<file path="config.mk">
export PLATFORM = sky130hd
export DESIGN_NAME = simd_array
export DESIGN_NICKNAME = d
export VERILOG_FILES = /design/src/rtl/simd_pkg.sv /design/src/rtl/simd_or_tree.sv /design/src/rtl/simd_lane.sv /design/src/rtl/simd_array.sv
export SDC_FILE = /design/constraint.sdc
export NUM_CORES = 1
export LEC_CHECK = 0
export ABC_AREA = 1
export BUFFER_PORTS_ARGS = -buffer_cell sky130_fd_sc_hd__buf_2
export CAP_MARGIN = 20
export CORE_MARGIN = 1.5
export CORE_UTILIZATION = 40
export DETAILED_ROUTE_END_ITERATION = 10
export GPL_ROUTABILITY_DRIVEN = 1
export RECOVER_POWER = 50
export SLEW_MARGIN = 15
export SYNTH_ARGS = -nofsm -noshare
export SYNTH_HDL_FRONTEND = slang
export SYNTH_HIERARCHICAL = 1
export SYNTH_SLANG_ARGS = --single-unit
</file>
<file path="constraint.sdc">
create_clock -name clk -period 4.3 [get_ports clk]
set_input_delay 0.86 -clock clk [delete_from_list [all_inputs] [get_ports clk]]
set_output_delay 0.86 -clock clk [all_outputs]
set_load 0.01 [all_outputs]
</file>
<file path="src/rtl/simd_pkg.sv">
package simd_pkg;

    localparam int DEF_LANES     = 8;
    localparam int DEF_MEM_DEPTH = 64;

    typedef enum logic [1:0] {
        OP_NOP     = 2'd0,
        OP_EXEC    = 2'd1,
        OP_SETMASK = 2'd2,
        OP_MASKALL = 2'd3
    } simd_op_e;

    typedef enum logic [1:0] {
        BSRC_MEM   = 2'd0,
        BSRC_LEFT  = 2'd1,
        BSRC_RIGHT = 2'd2,
        BSRC_ZERO  = 2'd3
    } bsrc_e;

    // Broadcast control word, address fields excluded (their width is a parameter)
    typedef struct packed {
        simd_op_e   op;
        bsrc_e      bsrc;
        logic       zsel;
        logic [7:0] lut_a;
        logic [7:0] lut_b;
        logic       mem_we;
        logic       carry_we;
        logic       or_src;
        logic       or_inv;
    } simd_ctrl_t;

    // Three-input lookup: index is {z,y,x}
    function automatic logic lut3(input logic [7:0] table_v, input logic x,
                                  input logic y, input logic z);
        return table_v[{z, y, x}];
    endfunction

endpackage

</file>
<file path="src/rtl/simd_or_tree.sv">
module simd_or_tree #(
    parameter int WIDTH = 8
) (
    input  logic [WIDTH-1:0] bits_i,
    output logic             any_o
);
    localparam int LVL = (WIDTH > 1) ? $clog2(WIDTH) : 1;
    localparam int PAD = 1 << LVL;

    logic [PAD-1:0] padded;

    always_comb begin
        padded = '0;
        padded[WIDTH-1:0] = bits_i;
    end

    // One level per generate block; level l holds PAD>>l partial ORs
    for (genvar l = 0; l <= LVL; l++) begin : g_lvl
        localparam int W = PAD >> l;
        logic [W-1:0] v;
        if (l == 0) begin : g_leaf
            assign v = padded;
        end else begin : g_node
            for (genvar k = 0; k < W; k++) begin : g_k
                assign v[k] = g_lvl[l-1].v[2*k] | g_lvl[l-1].v[2*k+1];
            end
        end
    end

    assign any_o = g_lvl[LVL].v[0];

endmodule

</file>
<file path="src/rtl/simd_lane.sv">
module simd_lane
    import simd_pkg::*;
#(
    parameter int MEM_DEPTH = DEF_MEM_DEPTH,
    parameter int ADDR_W    = $clog2(MEM_DEPTH)
) (
    input  logic              clk,
    input  logic              rst,
    input  simd_ctrl_t        ctrl,
    input  logic [ADDR_W-1:0] rd_a,
    input  logic [ADDR_W-1:0] rd_b,
    input  logic [ADDR_W-1:0] wr,
    input  logic              left_nb,
    input  logic              right_nb,
    output logic              nb_o,
    output logic              sel_o,
    output logic              mask_o,
    output logic              carry_o
);
    logic [MEM_DEPTH-1:0] mem_q;
    logic                 carry_q;
    logic                 mask_q;

    logic op_x, op_y, op_z;
    logic res_a, res_b;
    logic may_write;

    assign op_x = mem_q[rd_a];
    assign nb_o = mem_q[rd_b];

    always_comb begin
        unique case (ctrl.bsrc)
            BSRC_MEM:   op_y = mem_q[rd_b];
            BSRC_LEFT:  op_y = left_nb;
            BSRC_RIGHT: op_y = right_nb;
            default:    op_y = 1'b0;
        endcase
    end

    assign op_z  = ctrl.zsel ? 1'b0 : carry_q;
    assign res_a = lut3(ctrl.lut_a, op_x, op_y, op_z);
    assign res_b = lut3(ctrl.lut_b, op_x, op_y, op_z);

    assign may_write = mask_q && (ctrl.op == OP_EXEC);

    always_ff @(posedge clk) begin
        if (rst) begin
            mem_q   <= '0;
            carry_q <= 1'b0;
            mask_q  <= 1'b1;
        end else begin
            if (may_write && ctrl.mem_we)
                mem_q[wr] <= res_a;
            if (may_write && ctrl.carry_we)
                carry_q <= res_b;
            if (ctrl.op == OP_MASKALL)
                mask_q <= 1'b1;
            else if (ctrl.op == OP_SETMASK && mask_q)
                mask_q <= res_a;
        end
    end

    assign sel_o   = (ctrl.or_src ? mask_q : res_a) ^ ctrl.or_inv;
    assign mask_o  = mask_q;
    assign carry_o = carry_q;

endmodule

</file>
<file path="src/rtl/simd_array.sv">
module simd_array
    import simd_pkg::*;
#(
    parameter  int LANES     = DEF_LANES,
    parameter  int MEM_DEPTH = DEF_MEM_DEPTH,
    localparam int ADDR_W    = $clog2(MEM_DEPTH)
) (
    input  logic              clk,
    input  logic              rst,
    input  logic [1:0]        op_i,
    input  logic [ADDR_W-1:0] rd_a_i,
    input  logic [ADDR_W-1:0] rd_b_i,
    input  logic [ADDR_W-1:0] wr_i,
    input  logic [1:0]        bsrc_i,
    input  logic              zsel_i,
    input  logic [7:0]        lut_a_i,
    input  logic [7:0]        lut_b_i,
    input  logic              mem_we_i,
    input  logic              carry_we_i,
    input  logic              or_src_i,
    input  logic              or_inv_i,
    output logic [LANES-1:0]  lane_o,
    output logic              status_o
);
    simd_ctrl_t ctrl;

    logic [LANES-1:0] nb_vec;
    logic [LANES-1:0] sel_vec;
    logic [LANES-1:0] mask_vec;
    logic [LANES-1:0] carry_vec;
    logic             any_sel;
    logic [LANES-1:0] lane_q;
    logic             status_q;

    always_comb begin
        ctrl.op       = simd_op_e'(op_i);
        ctrl.bsrc     = bsrc_e'(bsrc_i);
        ctrl.zsel     = zsel_i;
        ctrl.lut_a    = lut_a_i;
        ctrl.lut_b    = lut_b_i;
        ctrl.mem_we   = mem_we_i;
        ctrl.carry_we = carry_we_i;
        ctrl.or_src   = or_src_i;
        ctrl.or_inv   = or_inv_i;
    end

    for (genvar i = 0; i < LANES; i++) begin : g_lane
        logic lnb, rnb;
        if (i == 0) begin : g_lf
            assign lnb = 1'b0;
        end else begin : g_li
            assign lnb = nb_vec[i-1];
        end
        if (i == LANES - 1) begin : g_rl
            assign rnb = 1'b0;
        end else begin : g_ri
            assign rnb = nb_vec[i+1];
        end

        simd_lane #(
            .MEM_DEPTH(MEM_DEPTH),
            .ADDR_W   (ADDR_W)
        ) lane_i (
            .clk     (clk),
            .rst     (rst),
            .ctrl    (ctrl),
            .rd_a    (rd_a_i),
            .rd_b    (rd_b_i),
            .wr      (wr_i),
            .left_nb (lnb),
            .right_nb(rnb),
            .nb_o    (nb_vec[i]),
            .sel_o   (sel_vec[i]),
            .mask_o  (mask_vec[i]),
            .carry_o (carry_vec[i])
        );
    end

    simd_or_tree #(.WIDTH(LANES)) or_tree_i (
        .bits_i(sel_vec),
        .any_o (any_sel)
    );

    always_ff @(posedge clk) begin
        if (rst) begin
            lane_q   <= '0;
            status_q <= 1'b0;
        end else begin
            lane_q   <= sel_vec;
            status_q <= any_sel;
        end
    end

    assign lane_o   = lane_q;
    assign status_o = status_q;

endmodule

</file>
==> impl_metrics.toml <==
[worst_setup_path]
cp-end-kind = "flip-flop"
rr_worst_depth = 20
timing.rr.start = "g_lane[4].lane_i/mem_q[41]"
cp-startpoint = "rd_b_i[0]"
cp_max_fo = 39
r2r_slack_ns = 1.50
r2r_end = "lane_o[3]"
critPathArrivalTime_ns = 4.12
startpoint_type = "input pin"
cp-endpoint = "status_o"
criticalPathCategory = "in -> reg"
cp.required_ns = 4.78

[cells_and_area]
fin_util_pct = 43.4
synthToLayoutAreaGrowth_pct = 7.38
nNetsFinal = 6515
antenna_cells = 0
multi_input_area_um2 = 19700
fill_cells = 10500
final_area_um2 = 41200
final-seq-area_um2 = 10800
drive_gt1_share_pct = 8.98
mostFrequentLayoutCell = "nand2_1"
most-common-layout-cells = "1968 x nand2_1, 1251 x inv_1, 977 x nand3_1"

[routing]
drt_iter0_drc = 3461
drc = 0
wl_um = 130000
antenna_left = 0
vias = 40400
vias_per_cell = 5.19
wl_per_cell_um = 16.7
drt_pass1_iterations = 6

[yosys]
ys_ff_latch = 537
synth.area.top_cells = "dfxtp_1 28%, nand2_1 19%, nand3_1 13%"
ys_types = 27
post_synth_inst_count = 6418
ys_seq_area_share_pct = 28.0
synth_area_um2 = 38400
yosys.area.top_type = "dfxtp_1"
yosysTopAreaCellShare_pct = 28.0
avgSynthCellArea_um2 = 5.98
synth_warnings = 6

[cts]
cts_setup_buffers = 0
postCtsHoldBufs = 0
clkSlewWorstSetupHoldPaths_ns = 0.06
cts_resized = 0
ctsHtreeMaxLevel = 3
cts.root.buffer_cell = "clkbuf_16"
cts_buffers = 67
clock_sinks = 537
cts_tree = "yes"
clockBufferDepth = 3
clk-insertion-delay-late_ns = 0.64

[die]
die_w_um = 313
coreArea_um2 = 95000
die_y_um = 313
initial_core_util_pct = 40.4
fp-row-count = 113
io_pins = 54
die_area_um2 = 97900

[power]
ir_worst_vdd_mv = 0.264
power_density_nw_per_um2 = 306
p_leak_nw = 19.4
power_mw = 12.6

[grt]
first_global_vias = 36600
grt_pass1_wl_um = 205000
top_usage_layer = "met2"
overflow = 0
grt_util_met3_pct = 3.49
grt_max_degree = 113
antenna_found_initial = 1
use_met2_pct = 40.8
grt.met1_usage_pct = 36.3
grt_usage_pct = 25.9

[placed_design]
hpwl_um = 83600
gp_congestion = 0.884
post-place-ws_ns = 0.385
dpl_cell_area_um2 = 39900
portBuffers = 53

[sta]
max_freq_mhz = 275
clock-skew-final_ns = 0.0267
slew_headroom_pct = 21.7
finalSetupTns_ns = 0
setup_viol = 0
fin_ws_ns = 0.659
final_max_slew_viol_count = 0
hold_viol = 0
timing.final.crit_period_ns = 3.64
tightestPinTransition_ns = 1.17
fin_crit_sh_pct = 84.7
rsz0062_at_grt = "false"

[hold_path]
hp-class = "reg -> reg"

[job]
drv_cap = 0

[outcome]
status = "complete, no violations"
## power by group
group / leakage [nW] / internal (mW) / switching (mW) / total [mW]
clock: 1.04 / 3.21 / 2.35 / 5.56
combinational: 14.0 / 0.497 / 1.55 / 2.05
sequential: 4.33 / 5.00 / 0.0177 / 5.02
total: 19.4 / 8.71 / 3.92 / 12.6
## through the flow
step	hold slack, ns	instances
2_1_floorplan	0.461	6419
3_3_place_gp	0.476	7666
3_5_place_dp	0.485	7666
4_1_cts	0.493	7778
5_1_grt	0.523	7778
6_report	0.492	7778
## critical path, stage by stage
cell	delay [ns]
buf_8	0.37
clkbuf_1	0.74
nand2_1	0.13
nand3_1	0.15
nand3_1	0.08
nand2_1	0.08
nand2_1	0.05
nand3_1	0.09
nand3_1	0.09
nand2_1	0.27
nand3_1	0.12
nand2_1	0.12
inv_1	0.07
nand3_1	0.10
nand3_2	0.10
nand2_2	0.10
nand2_1	0.06
nand3_1	0.06
nand2_1	0.08
inv_1	0.08
nand2_1	0.08
nor2_1	0.09
nand2_1	0.05
inv_1	0.04
nor2_1	0.03
## worst min-delay path by stage
stage | slack [ns] | startpoint | depth (start not counted) | endpoint
6_report | 0.49 | g_lane[6].lane_i/mask_o | 2 | g_lane[6].lane_i/mask_o
5_1_grt | 0.52 | g_lane[4].lane_i/mask_o | 2 | g_lane[4].lane_i/mask_o
4_1_cts | 0.49 | g_lane[6].lane_i/mask_o | 2 | g_lane[6].lane_i/mask_o
3_5_place_dp | 0.49 | g_lane[2].lane_i/mask_o | 2 | g_lane[2].lane_i/mask_o
3_3_place_gp | 0.48 | g_lane[7].lane_i/mask_o | 2 | g_lane[7].lane_i/mask_o
2_1_floorplan | 0.46 | g_lane[1].lane_i/mask_o | 2 | g_lane[1].lane_i/mask_o
## cells by family after synthesis
family | share of synthesized area [%]
buffers and inverters | 18.7
AO/OA/AOI/OAI | 17.7
other | 0.00976
flip-flops | 28.0
AND/OR/NAND/NOR | 35.6
## sequential cells by signal, summed over array words and instances, names as in the netlist
register	flops
g_lane.lane_i/carry_o	8
lane_o	8
status_o	1
g_lane.lane_i/mask_o	8
g_lane.lane_i/mem_q	512
## synthesized netlist by cell type, drive strengths merged
master	number
nand3	992
inv	1290
or2	2
clkbuf	72
nor2	47
buf	217
nand2	2003
conb	1
nand4	2
nor4	36
nand3b	8
a21oi	568
dfxtp	537
clkinv	2
nor3	89
o21ai	552
## final cells by class
cell class,instances,share of cell area [%]
well taps,1265,3.84
clock inverters,20,0.401
inverters,1292,11.9
repair buffers,271,5.33
clock buffers,92,4.69
flip-flops and latches,537,26.1
multi-input cells,4301,47.8
## metal layers
metal	wire, um	part of all wire [%]	up-vias
met5	0	0	-
met4	3920	3.0	0
met3	10400	8.0	244
met2	56900	44	1487
met1	58500	45	18300
li1	-	-	20300
Note: power is estimated with default switching activity, not from simulation.
